$ cat config.mk
export PLATFORM = sky130hd
export DESIGN_NAME = rx_frame_writer
export DESIGN_NICKNAME = d
export VERILOG_FILES = /design/src/rtl/rxw_pkg.sv /design/src/rtl/rxw_space.sv /design/src/rtl/rxw_ptr_step.sv /design/src/rtl/rx_frame_writer.sv
export SDC_FILE = /design/constraint.sdc
export NUM_CORES = 1
export LEC_CHECK = 0
export BUFFER_PORTS_ARGS = -buffer_cell sky130_fd_sc_hd__buf_2
export CORE_MARGIN = 8
export CORE_UTILIZATION = 54
export CTS_CLUSTER_DIAMETER = 50
export DETAILED_ROUTE_END_ITERATION = 8
export PLACE_DENSITY_LB_ADDON = 0.2
export SETUP_SLACK_MARGIN = 0.2
export SLEW_MARGIN = 30
export SYNTH_ARGS = -nofsm -noshare
export SYNTH_HDL_FRONTEND = slang
export SYNTH_HIERARCHICAL = 1
export SYNTH_SLANG_ARGS = --single-unit
$ cat constraint.sdc
create_clock -name clk -period 4.3 [get_ports clk]
set_input_delay 0.215 -clock clk [delete_from_list [all_inputs] [get_ports clk]]
set_output_delay 0.215 -clock clk [all_outputs]
set_load 0.01 [all_outputs]
$ cat src/rtl/rxw_pkg.sv
package rxw_pkg;

    typedef enum logic [2:0] {
        ST_IDLE,
        ST_HDR,
        ST_DATA,
        ST_PAD,
        ST_DROP
    } rxw_state_e;

endpackage

$ cat src/rtl/rxw_space.sv
module rxw_space #(
    parameter int AW      = 14,
    parameter int BASE    = 'h0C00,
    parameter int MAX_LEN = 2048
) (
    input  logic [AW-1:0] wr_i,
    input  logic [AW-1:0] rd_i,
    output logic          ok_o
);
    localparam int SW = AW + 2;
    localparam logic [SW-1:0] REGION = SW'((1 << AW) - BASE);

    logic [SW-1:0] free_bytes;

    always_comb begin
        if (wr_i < rd_i) begin
            free_bytes = SW'(rd_i) - SW'(wr_i);
        end else begin
            free_bytes = REGION - (SW'(wr_i) - SW'(rd_i));
        end
        ok_o = (free_bytes > SW'(MAX_LEN));
    end

endmodule

$ cat src/rtl/rxw_ptr_step.sv
module rxw_ptr_step #(
    parameter int AW   = 14,
    parameter int BASE = 'h0C00
) (
    input  logic [AW-1:0] ptr_i,
    input  logic          last_i,
    output logic [AW-1:0] ptr_o
);
    localparam logic [AW:0] TOP = (AW+1)'(1 << AW);

    logic [AW:0] inc;
    logic [AW:0] wrapped;

    always_comb begin
        inc = {1'b0, ptr_i} + (AW+1)'(1);
        if (last_i) begin
            inc = (inc + (AW+1)'(1)) & ~(AW+1)'(1);
        end
        wrapped = (inc >= TOP) ? (inc - TOP) : inc;
        if (wrapped < (AW+1)'(BASE)) begin
            wrapped = wrapped + (AW+1)'(BASE);
        end
        ptr_o = wrapped[AW-1:0];
    end

endmodule

$ cat src/rtl/rx_frame_writer.sv
module rx_frame_writer
    import rxw_pkg::*;
#(
    parameter int AW      = 14,
    parameter int RX_BASE = 'h0C00,
    parameter int RST_PTR = 'h0C04,
    parameter int MAX_LEN = 2048,
    parameter int MIN_LEN = 64,
    parameter int LEN_W   = 16
) (
    input  logic             clk,
    input  logic             rst_n,
    input  logic             in_valid,
    input  logic             in_first,
    input  logic [LEN_W-1:0] in_len,
    input  logic [7:0]       in_data,
    output logic             in_ready,
    input  logic [AW-1:0]    rd_ptr,
    output logic             space_ok,
    output logic             mem_we,
    output logic [AW-1:0]    mem_addr,
    output logic [7:0]       mem_wdata,
    output logic [AW-1:0]    wr_ptr,
    input  logic             irq_clr,
    output logic             rx_irq
);
    localparam int TAIL  = 8;
    localparam int ZW    = $clog2(MIN_LEN + TAIL + 1);
    localparam int HDR_N = 4;

    typedef struct packed {
        rxw_state_e       state;
        logic [AW-1:0]    ptr;
        logic [LEN_W-1:0] cnt;
        logic [ZW-1:0]    zcnt;
        logic [1:0]       hidx;
        logic [LEN_W-1:0] stored;
        logic             irq;
    } regs_t;

    regs_t q, d;

    logic          pad_last;
    logic [AW-1:0] ptr_nxt;
    rxw_state_e    cur_state;

    assign cur_state = q.state;
    assign pad_last  = (q.state == ST_PAD) && (q.zcnt == ZW'(1));

    rxw_space #(.AW(AW), .BASE(RX_BASE), .MAX_LEN(MAX_LEN)) u_space (
        .wr_i (q.ptr),
        .rd_i (rd_ptr),
        .ok_o (space_ok)
    );

    rxw_ptr_step #(.AW(AW), .BASE(RX_BASE)) u_step (
        .ptr_i  (q.ptr),
        .last_i (pad_last),
        .ptr_o  (ptr_nxt)
    );

    always_comb begin
        d         = q;
        in_ready  = 1'b0;
        mem_we    = 1'b0;
        mem_addr  = q.ptr;
        mem_wdata = 8'h00;

        if (irq_clr) begin
            d.irq = 1'b0;
        end

        case (q.state)
            ST_IDLE: begin
                if (in_valid && in_first) begin
                    if (in_len > LEN_W'(MAX_LEN)) begin
                        d.state = ST_DROP;
                        d.cnt   = in_len;
                    end else if (space_ok) begin
                        d.state = ST_HDR;
                        d.hidx  = 2'd0;
                        d.cnt   = in_len;
                        if (in_len < LEN_W'(MIN_LEN)) begin
                            d.stored = LEN_W'(MIN_LEN + 4);
                            d.zcnt   = ZW'(LEN_W'(MIN_LEN + TAIL) - in_len);
                        end else begin
                            d.stored = in_len + LEN_W'(4);
                            d.zcnt   = ZW'(TAIL);
                        end
                    end
                end
            end

            ST_HDR: begin
                mem_we   = 1'b1;
                mem_addr = q.ptr - AW'(HDR_N) + AW'(q.hidx);
                case (q.hidx)
                    2'd0:    mem_wdata = 8'h01;
                    2'd1:    mem_wdata = 8'h00;
                    2'd2:    mem_wdata = q.stored[7:0];
                    default: mem_wdata = q.stored[15:8];
                endcase
                d.hidx = q.hidx + 2'd1;
                if (q.hidx == 2'd3) begin
                    d.state = (q.cnt == '0) ? ST_PAD : ST_DATA;
                end
            end

            ST_DATA: begin
                in_ready = 1'b1;
                if (in_valid) begin
                    mem_we    = 1'b1;
                    mem_addr  = q.ptr;
                    mem_wdata = in_data;
                    d.ptr     = ptr_nxt;
                    d.cnt     = q.cnt - LEN_W'(1);
                    if (q.cnt == LEN_W'(1)) begin
                        d.state = ST_PAD;
                    end
                end
            end

            ST_PAD: begin
                mem_we    = 1'b1;
                mem_addr  = q.ptr;
                mem_wdata = 8'h00;
                d.ptr     = ptr_nxt;
                d.zcnt    = q.zcnt - ZW'(1);
                if (pad_last) begin
                    d.state = ST_IDLE;
                    d.irq   = 1'b1;
                end
            end

            ST_DROP: begin
                in_ready = 1'b1;
                if (in_valid) begin
                    d.cnt = q.cnt - LEN_W'(1);
                    if (q.cnt == LEN_W'(1)) begin
                        d.state = ST_IDLE;
                    end
                end
            end

            default: d.state = ST_IDLE;
        endcase
    end

    always_ff @(posedge clk) begin
        if (!rst_n) begin
            q <= '{state: ST_IDLE, ptr: AW'(RST_PTR), default: '0};
        end else begin
            q <= d;
        end
    end

    assign wr_ptr = q.ptr;
    assign rx_irq = q.irq;

endmodule

==> impl_table.tex <==
\begin{tabular}{lr}
\hline
Metric & Value \\
\hline
\multicolumn{2}{l}{\textbf{Logic synthesis}} \\
Synth unique cells & 94 \\
Average size of a mapped cell & around 7.3 um2 \\
Combinational family with the most area after synthesis & simple AND/OR/NAND/NOR gates \\
Register bit total from synthesis & a little under 60 \\
Post-synth EDFFs & 0 \\
Largest area contributor in the netlist & dfxtp\_1 \\
Top cells by area, synth & dfxtp\_1 (18\%), ha\_1 (8.9\%), nand2\_1 (5.2\%), a21oi\_1 (5.2\%), xnor2\_1 (4.7\%) \\
Number of warnings printed during yosys synthesis & 6 \\
Share of synthesized area spent on multiplexers & 0.00716 \\
Instance count of the mapped netlist & around 900 \\
Net count of the mapped netlist & a little under 1,000 \\
Share of the yosys chip area belonging to registers & 0.183 \\
Fraction of synthesized cell area taken by the top area cell type & 0.183 \\
Area share of xor/xnor cells in the synthesized design & 0.102 \\
Cell area after synthesis & approximately 6500 um2 \\
Ys async rst share & 0 \\
Leading register cell type out of synthesis & dfxtp\_1 \\
Simple-gate portion of the synthesized area & 0.278 \\
Synth Area in Compound Gates & 0.241 \\
Post-synthesis share of cell area spent on full adders, half adders and majority gates & 0.0982 \\
\multicolumn{2}{l}{\textbf{STA}} \\
Setup TNS & -647 ps \\
Max-slew violation total from the final report & 0 \\
Worst-case headroom to the max-slew limit & 0.383 \\
Clock period minus worst slack & around 4400 ps \\
Unrepaired setup endpoints after global routing & yes \\
Number of setup violations in the final report & 18 \\
Worst-case clock skew & 6.79 ps \\
Final Worst Setup Slack & -92.1 ps \\
F\_max & around 230 MHz \\
Final hold violation count & 0 \\
Fraction of the cycle the final worst path needs & 1.02 \\
Actual transition at the worst max-transition pin & 918 ps \\
\multicolumn{2}{l}{\textbf{Cells and area}} \\
Multi-input gate area & 5100 um2 \\
Design Area, Final & 8030 um2 \\
Fraction of layout instances using a drive strength above 1 & 0.282 \\
Area used by sequential logic in the layout & 1190 um2 \\
Layout-stage area growth over the synthesis result & 24.1\% \\
Most used cells in the layout excluding fill and tap cells & nand2\_1 (89), buf\_2 (82), nor2\_1 (73), buf\_4 (63), a21oi\_1 (60) \\
Filler Cells Inserted & about 1,000 \\
Final antenna diode count & 0 \\
Most common library cell in the layout ignoring fill and taps & nand2\_1 \\
Nets & 1,079 \\
\multicolumn{2}{l}{\textbf{Floorplan}} \\
Die Wd & 125 um \\
Core Region & around 12,000 um2 \\
Number of placement rows & 40 \\
Die outline area & about 16,000 um2 \\
Overall die height & 125 um \\
Top-level port count & between 80 and 90 \\
Initial standard-cell utilization of the core & 0.545 \\
\multicolumn{2}{l}{\textbf{Run status}} \\
Failing checks & setup timing \\
Run status & finished, violations left \\
\multicolumn{2}{l}{\textbf{GRT}} \\
Maximum number of pins on one net before global-route repair & 36 \\
GRT Total Usage & 0.237 \\
Vias in the first global route & 6,241 \\
Total global routing overflow & 0 \\
First-pass GRT wire length & $\sim$31 mm \\
Initial antenna violation count & 0 \\
\multicolumn{2}{l}{\textbf{Routing}} \\
Length of the first detailed-routing pass in iterations & 5 \\
Via density per instance & $\sim$6.1 \\
Drt wl/cell & 17.7 um \\
Aggregate routed wire length & 20.2 mm \\
Remaining antenna violation count after routing & 0 \\
Count of vias placed by the detailed router & roughly 7,000 \\
DRC errors left & 0 \\
Count of routing violations after the opening detailed-route iteration & 650 \\
\multicolumn{2}{l}{\textbf{Placement}} \\
Cell area reported after detailed placement & a little over 7000 um2 \\
Global placer's final weighted congestion & 0.915 \\
HPWL after DPL & around 14 mm \\
PortBufs & 82 \\
\multicolumn{2}{l}{\textbf{Clocking}} \\
Clock sink count & 59 \\
Number of CTS-inserted buffers & 9 \\
H-tree level count & 3 \\
Clock tree from TritonCTS & built \\
Clock-pin slew on the worst setup and hold paths & 60 ps \\
Clock latency at the later pin of the worst-skew pair & $\sim$340 ps \\
Deepest clock path buffer count & 2 \\
Clock Root Buffer & clkbuf\_16 \\
\multicolumn{2}{l}{\textbf{Job}} \\
Number of max-cap violations & 0 \\
\multicolumn{2}{l}{\textbf{Critical path}} \\
Critical path cell sequence & inv\_2 > ha\_4 > inv\_2 > fa\_2 > a211oi\_4 > o21bai\_1 > a21oi\_2 > xor2\_1 > o2111ai\_2 > or3\_4 > o21ai\_2 > a21oi\_2 > a311oi\_2 > nand3\_1 > or4\_4 > buf\_6 > o31ai\_4 > buf\_4 > o21ai\_0 > nor2\_1 \\
Startpoint type of the worst setup path & flop \\
Type of the setup path with the least slack & reg -> reg \\
Nature of the critical path endpoint & flop \\
WP data arrival & between 4000 and 5000 ps \\
Data required time at the worst endpoint & 4570 ps \\
Maximum fanout count along the critical path & 7 \\
Largest incremental delay on the critical path & approximately 470 ps \\
Standard cell with the maximum stage delay on the critical path & or4\_4 \\
\multicolumn{2}{l}{\textbf{Pwr}} \\
Overall Power & 1.71 mW \\
Power per standard cell area & between 200 and 250 nW/um2 \\
P\_leak & approximately 3.4 nW \\
Worst IR drop on VDD & 0.000258 V \\
\multicolumn{2}{l}{\textbf{Worst hold path}} \\
Class of the tightest hold or removal check & in -> reg \\
\hline
\end{tabular}
-- where the power goes --
group          internal, mW  switching [mW]
clock                 0.417           0.277
combinational         0.183           0.253
sequential            0.561          0.0208
-- routing by layer --
metal	GRT usage	vias up	routed length [um]	share of wire
met5	0	-	0	0
met4	0.0874	0	542	0.027
met3	0.0535	44	1360	0.067
met1	0.287	3231	8430	0.42
met2	0.401	257	9850	0.49
li1	-	3364	-	-
-- cell families after synthesis --
group	count (synthesis)
muxes	4
DFF	59
xor gates and xnor gates	72
AOI/OAI and AO/OA	227
adders and majority gates	49
and+or+nand+nor	345
buffers and inverters	128
-- cells in the mapped netlist (6+ instances only) --
| master | number |
|---|---|
| nand2_1 | 90 |
| nor2_1 | 79 |
| a21oi_1 | 67 |
| inv_1 | 61 |
| dfxtp_1 | 59 |
| o21ai_0 | 48 |
| ha_1 | 46 |
| xnor2_1 | 35 |
| xor2_1 | 35 |
| clkbuf_1 | 32 |
| nor3_1 | 30 |
| nand3_1 | 22 |
| nor4_1 | 20 |
| buf_4 | 16 |
| or4_1 | 15 |
| nand2b_1 | 13 |
| nor2b_1 | 11 |
| a221oi_1 | 10 |
| a31oi_1 | 9 |
| and3_1 | 9 |
| buf_2 | 9 |
| or3_1 | 9 |
| o21a_1 | 8 |
| nand4_1 | 6 |
| o22ai_1 | 6 |
-- stage by stage --
stage / util / hold slack, ps / worst slack [ps] / cells
floorplan: - / 324 / -80.5 / 884
global placement: 0.604 / 446 / 0.218 / 1102
detailed placement: 0.604 / 456 / -126 / 1102
CTS: 0.642 / 153 / 34.3 / 1126
global route: 0.677 / 181 / -238 / 1138
finish: 0.677 / 155 / -92.1 / 1138
-- cell type report --
type | instances | area share
Clock buffer | 11 | 0.0315
Multi-Input combinational cell | 699 | 0.635
Timing Repair Buffer | 155 | 0.130
Sequential cell | 59 | 0.149
Tap cell | 147 | 0.0229
Inverter | 63 | 0.0294
Clock inverter | 4 | 0.00312
-- state kept, by name (all words and copies together), names as in the netlist --
register	cells
cur_state	3
rx_irq	1
wr_ptr	14
q	41
-- critical path, delay by kind of cell, from the launching register on --
kind            cells  cell delay, ps
flops               1             330
compound gates      9            1660
fa+ha+maj           2             480
simple gates        4            1120
buf+inv             4             430
xor+xnor            1             280
-- final timing paths --
kind	cells past startpoint	endpoint	slack [ps]	start
worst max-delay path	20	q[24]	-90	wr_ptr[0]
worst min-delay path	3	q[39]	150	in_len[13]
worst max register to register	20	q[24]	-90	wr_ptr[0]
worst min register to register	2	q[5]	480	q[5]
-- timing repair --
item                                    in CTS  in global routing
buffers inserted                             7                  9
pin swaps                                   12                 22
gates resized for setup                     29                 59
gates cloned                                 2                  3
endpoints found under the setup margin      44                 45
hold buffers                                 0                  0
No activity file was read; power rests on OpenSTA's default activity.
